File: config.mk
export PLATFORM = sky130hd
export DESIGN_NAME = regarb_top
export DESIGN_NICKNAME = d
export VERILOG_FILES = /design/src/rtl/regarb_pkg.sv /design/src/rtl/regarb_rst_sync.sv /design/src/rtl/regarb_pick.sv /design/src/rtl/regarb_flag.sv /design/src/rtl/regarb_grant.sv /design/src/rtl/regarb_top.sv
export SDC_FILE = /design/constraint.sdc
export NUM_CORES = 1
export LEC_CHECK = 0
export BUFFER_PORTS_ARGS = -buffer_cell sky130_fd_sc_hd__buf_2
export CAP_MARGIN = 20
export CELL_PAD_IN_SITES_DETAIL_PLACEMENT = 1
export CELL_PAD_IN_SITES_GLOBAL_PLACEMENT = 1
export CORE_MARGIN = 2
export CORE_UTILIZATION = 28
export CTS_CLUSTER_DIAMETER = 80
export DETAILED_ROUTE_END_ITERATION = 16
export PLACE_DENSITY = 0.89
export SLEW_MARGIN = 5
export SYNTH_ARGS = -nofsm -noshare
export SYNTH_HDL_FRONTEND = slang
export SYNTH_SLANG_ARGS = --single-unit
File: constraint.sdc
create_clock -name clk -period 1.85 [get_ports clk]
set_input_delay 0.37 -clock clk [delete_from_list [all_inputs] [get_ports clk]]
set_output_delay 0.37 -clock clk [all_outputs]
set_load 0.02 [all_outputs]
File: src/rtl/regarb_pkg.sv
package regarb_pkg;

  // Default shape of the arbiter
  localparam int DEF_N_PROC   = 2;   // processors that can lock the bus
  localparam int DEF_FLAG_W   = 16;  // width of a processor flag word
  localparam int DEF_LOCK_POS = 7;   // lock request bit inside the flag word
  localparam int DEF_STAT_POS = 15;  // grant status bit inside the flag word
  localparam int RST_STAGES   = 2;   // reset release synchronizer depth

endpackage

File: src/rtl/regarb_rst_sync.sv
module regarb_rst_sync #(
  parameter int STAGES = regarb_pkg::RST_STAGES
) (
  input  logic clk,
  input  logic rst_n,
  output logic rst_sync_n
);

  logic [STAGES-1:0] sync_q;
  logic [STAGES-1:0] sync_d;

  always_comb begin
    sync_d = {sync_q[STAGES-2:0], 1'b1};
  end

  always_ff @(posedge clk or negedge rst_n) begin
    if (!rst_n) begin
      sync_q <= '0;
    end else begin
      sync_q <= sync_d;
    end
  end

  assign rst_sync_n = sync_q[STAGES-1];

endmodule

File: src/rtl/regarb_pick.sv
module regarb_pick #(
  parameter int N = 3
) (
  input  logic [N-1:0] req_i,
  output logic [N-1:0] win_o
);

  // seen[i] is high when some lower index (higher priority) requests
  logic [N-1:0] seen;

  assign seen[0] = 1'b0;

  for (genvar i = 0; i < N; i++) begin : g_slot
    assign win_o[i] = req_i[i] & ~seen[i];
    if (i < N-1) begin : g_chain
      assign seen[i+1] = seen[i] | req_i[i];
    end
  end

endmodule

File: src/rtl/regarb_flag.sv
module regarb_flag #(
  parameter int FLAG_W   = regarb_pkg::DEF_FLAG_W,
  parameter int LOCK_POS = regarb_pkg::DEF_LOCK_POS,
  parameter int STAT_POS = regarb_pkg::DEF_STAT_POS
) (
  input  logic              clk,
  input  logic              rst_n,
  input  logic              wr_i,
  input  logic              wbit_i,
  input  logic              gnt_i,
  output logic              lock_o,
  output logic [FLAG_W-1:0] rdata_o
);

  logic lock_q;
  logic lock_d;
  logic lock_en;

  // next state
  always_comb begin
    lock_en = wr_i;
    lock_d  = wbit_i;
  end

  // register
  always_ff @(posedge clk or negedge rst_n) begin
    if (!rst_n) begin
      lock_q <= 1'b0;
    end else if (lock_en) begin
      lock_q <= lock_d;
    end
  end

  // read word: lock request and grant status, everything else zero
  always_comb begin
    rdata_o           = '0;
    rdata_o[LOCK_POS] = lock_q;
    rdata_o[STAT_POS] = gnt_i;
  end

  assign lock_o = lock_q;

endmodule

File: src/rtl/regarb_grant.sv
module regarb_grant #(
  parameter int N_PROC = regarb_pkg::DEF_N_PROC,
  parameter int N_INIT = N_PROC + 1
) (
  input  logic              clk,
  input  logic              rst_n,
  input  logic [N_INIT-1:0] req_i,
  input  logic [N_PROC-1:0] lock_i,
  input  logic              done_i,
  output logic [N_INIT-1:0] gnt_o
);

  logic [N_INIT-1:0] gnt_q;
  logic [N_INIT-1:0] gnt_d;
  logic              gnt_en;
  logic [N_INIT-1:0] eff_req;
  logic [N_INIT-1:0] winner;
  logic              bus_idle;
  logic              owner_locked;
  logic              owner_busy;
  logic              release_now;

  // a set lock bit is a standing request from that processor
  assign eff_req = req_i | N_INIT'(lock_i);

  regarb_pick #(.N(N_INIT)) u_pick (
    .req_i (eff_req),
    .win_o (winner)
  );

  // next state
  always_comb begin
    bus_idle     = (gnt_q == '0);
    owner_locked = |(gnt_q[N_PROC-1:0] & lock_i);
    owner_busy   = |(gnt_q & req_i);
    release_now  = !bus_idle && !owner_locked && (done_i || !owner_busy);
    gnt_en       = bus_idle || release_now;
    if (bus_idle) begin
      gnt_d = winner;
    end else begin
      gnt_d = '0;
    end
  end

  // register
  always_ff @(posedge clk or negedge rst_n) begin
    if (!rst_n) begin
      gnt_q <= '0;
    end else if (gnt_en) begin
      gnt_q <= gnt_d;
    end
  end

  assign gnt_o = gnt_q;

endmodule

File: src/rtl/regarb_top.sv
module regarb_top #(
  parameter int N_PROC   = regarb_pkg::DEF_N_PROC,
  parameter int FLAG_W   = regarb_pkg::DEF_FLAG_W,
  parameter int LOCK_POS = regarb_pkg::DEF_LOCK_POS,
  parameter int STAT_POS = regarb_pkg::DEF_STAT_POS,
  localparam int N_INIT  = N_PROC + 1
) (
  input  logic                     clk,
  input  logic                     rst_n,
  input  logic [N_INIT-1:0]        req_i,
  input  logic                     xfer_done_i,
  input  logic [N_PROC-1:0]        flag_wr_i,
  input  logic [N_PROC-1:0]        flag_wbit_i,
  output logic [N_PROC*FLAG_W-1:0] flag_rdata_o,
  output logic [N_INIT-1:0]        gnt_o
);

  logic              rst_sync_n;
  logic [N_PROC-1:0] lock_q;
  logic [N_INIT-1:0] gnt_w;

  regarb_rst_sync #(.STAGES(regarb_pkg::RST_STAGES)) u_rst (
    .clk        (clk),
    .rst_n      (rst_n),
    .rst_sync_n (rst_sync_n)
  );

  for (genvar p = 0; p < N_PROC; p++) begin : g_proc
    regarb_flag #(
      .FLAG_W   (FLAG_W),
      .LOCK_POS (LOCK_POS),
      .STAT_POS (STAT_POS)
    ) u_flag (
      .clk     (clk),
      .rst_n   (rst_sync_n),
      .wr_i    (flag_wr_i[p]),
      .wbit_i  (flag_wbit_i[p]),
      .gnt_i   (gnt_w[p]),
      .lock_o  (lock_q[p]),
      .rdata_o (flag_rdata_o[p*FLAG_W +: FLAG_W])
    );
  end

  regarb_grant #(.N_PROC(N_PROC), .N_INIT(N_INIT)) u_grant (
    .clk    (clk),
    .rst_n  (rst_sync_n),
    .req_i  (req_i),
    .lock_i (lock_q),
    .done_i (xfer_done_i),
    .gnt_o  (gnt_w)
  );

  assign gnt_o = gnt_w;

endmodule

==> metrics.md <==
| Metric | Value |
|---|---|
| Status | finished clean |
| Ant. Diodes | 0 |
| CP Max Fanout | 7 |
| Cell Rows | 16 |
| Post-CTS sizing | 0 |
| GP Congestion | between 0.8 and 0.9 |
| Maxcap violations | 0 |
| Vias in the first global route | between 300 and 400 |
| Die Y | 49.9 µm |
| DRC viols | 0 |
| Hold Fails Final Rpt | 0 |
| Final period demand of the worst path | 1.32 ns |
| Final Max Slew Viols | 0 |
| Leak Pwr | ~0.3 nW |
| Pwr/cell area | about 1200 nW/µm² |
| Vias per cell | approximately 3.6 |
| Netlist cell types | 19 |
| Layout cell share with drive strength beyond 1 | a little under a third |
| Post-synthesis instance total | 62 |
| Clk buf depth | 2 |
| CP bufs+invs | 1 |
| 1st-pass router iterations | 1 |
| Crit path cell chain | buf_2 |
| Root buf cell | clkbuf_4 |
| # IOs | 45 |
| Core area | approximately 2000 µm² |
| Post-Route WL | 958 µm |
| Routed Antenna Nets | 0 |
| Layout area overhead | -0.637% |
| CTS tree | built |
| FF+latch count, synth | 7 |
| Setup Viol. Count Final | 0 |
| Starting Density | between 20% and 30% |
| CP top delay family | flip-flops |
| CP endpoint kind | output port |
| Chip width | 49.9 µm |
| Critical Path AT | around 0.95 ns |
| Post-Route Skew | approximately 0.0065 ns |
| Worst Hold Class | reg -> async |
| Avg WL per Cell | between 9 and 10 µm |
| Worst path max stage delay | about 0.48 ns |
| Setup_tns | 0 ns |
| Post-CTS Setup Bufs | 0 |
| Syn_area_per_cell | 9.51 µm² |
| Clock-pin slew on the worst setup and hold paths | about 0.05 ns |
| Initial antenna violation count | 0 |
| Die Area | roughly 2500 µm² |
| Sequential area share after synthesis | 29.7% |
| Crit Path Class | reg -> out |
| Vias | 370 |
| Final Power | a little under 0.0007 W |
| Fill cells | 251 |
| Post-Syn Area | slightly below 600 µm² |
| CP Data Required Time | around 1.5 ns |
| Synthesis warning total | 0 |
| Drt initial violations | 0 |
| Highest-delay cell along the critical path | dfrtp_1 |
| Dpl hpwl | between 800 and 900 µm |
| RSZ-0062 raised after global routing | false |
| Clock Sinks | 7 |
| Total track usage | approximately 8.4% |
| Pin count of the biggest net entering global routing | 8 |
| Total gr overflow | 0 |
| CP startpoint kind | register |
| Htree depth | 1 |
| Fmax | between 0.7 and 0.8 GHz |
| First-pass GRT wire length | ~1600 µm |
| Worst vdd ir | ~0.43 mV |
| Clk Latency, worst-skew pair | roughly 0.25 ns |
| Total CTS buffers | 3 |
| Period utilization | between 70% and 80% |
| Final nets | between 80 and 90 |
| Input/output buffers | 16 |
final timing paths:
path,depth (start not counted),to,slack [ns],start
worst max-delay path,1,flag_rdata_o[7],0.53,g_proc[0].u_flag.lock_o
worst min-delay path,0,g_proc[1].u_flag.lock_o,0.07,u_rst.sync_q[1]
worst max register to register,3,u_grant.gnt_o[2],0.56,u_grant.gnt_o[0]
worst min register to register,0,g_proc[1].u_flag.lock_o,0.07,u_rst.sync_q[1]
max in group asynchronous,2,u_rst.sync_q[0],1.31,rst_n
min in group clk,0,u_rst.sync_q[1],0.35,u_rst.sync_q[0]
per-stage QoR:
stage	instance area [µm²]	util [%]	hold slack, ns	setup WS [ns]	std cells
after CTS	586	29.5	0.0863	0.499	103
after global routing	586	29.5	0.101	0.459	103
after detailed placement	549	27.7	0.0883	0.564	98
after floorplan	691	-	0.0541	0.633	89
final	586	29.5	0.0721	0.529	103
after global placement	549	27.7	0.0891	0.631	98
cell usage after synthesis (all sizes together):
cell	instances	share of area [%]
a211oi	1	1.3
a21boi	1	1.3
a21oi	1	0.85
a221o	1	1.7
a32o	1	1.7
a32oi	1	1.5
buf	34	43
conb	2	1.3
dfrtp	7	30
inv	1	0.64
mux2	2	3.8
nand2	2	1.3
nor2	2	1.3
nor3	1	1.7
o21ai	2	1.7
o2bb2ai	1	1.5
o31ai	1	3.6
or3	1	1.9
per-layer routing:
metal / GRT usage [%] / up-vias / part of all wire (%)
li1: - / 172 / -
met3: 4.55 / 0 / 9.9
met4: 3.24 / 0 / 0
met1: 7.21 / 176 / 32
met2: 16.0 / 22 / 58
met5: 0 / - / 0
repair_timing:
action / 4_1_cts / 5_1_grt
hold buffers: 1 / 0
setup endpoints to repair: 0 / 0
endpoints found under the hold margin: 2 / 0
placed cells by master (no fill, tap or decap):
master,instances
clkbuf_1,1
dlygate4sd3_1,1
o2bb2ai_1,1
buf_2,16
o21ai_0,1
inv_1,1
clkbuf_4,3
nand2_1,2
a32o_1,1
dfrtp_1,7
o31ai_4,1
mux2_2,2
a211oi_1,1
o21ai_1,1
nor2_1,2
conb_1,29
a21oi_1,1
a32oi_1,1
or3_4,1
nor3_2,1
a21boi_1,1
a221o_1,1
kinds of logic after synthesis:
kind of cell / count (synthesis) / share of synthesized area [%]
and+or+nand+nor: 6 / 6.16
muxes: 2 / 3.82
other: 2 / 1.27
buffers and inverters: 35 / 43.9
AOI/OAI and AO/OA: 10 / 15.1
DFF: 7 / 29.7
report_power, final:
group	total, W	internal, W	switching [W]
sequential	0.000226	0.000182	0.0000433
combinational	0.000312	0.000109	0.000202
clock	0.000137	0.0000822	0.0000545
sequential cells by signal, indices dropped and copies added (netlist names):
signal,count
u_grant.gnt_o,3
g_proc.u_flag.lock_o,2
u_rst.sync_q,2
layout make-up:
cell class	instances	area (µm²)	area share, %
Timing Repair Buffer	17	90.1	15.4
Tap cell	27	33.8	5.77
Clock buffer	4	26.3	4.49
Sequential cell	7	175	29.9
Multi-Input combinational cell	47	256	43.8
Inverter	1	3.75	0.641
Note: power is estimated with default switching activity, not from simulation.
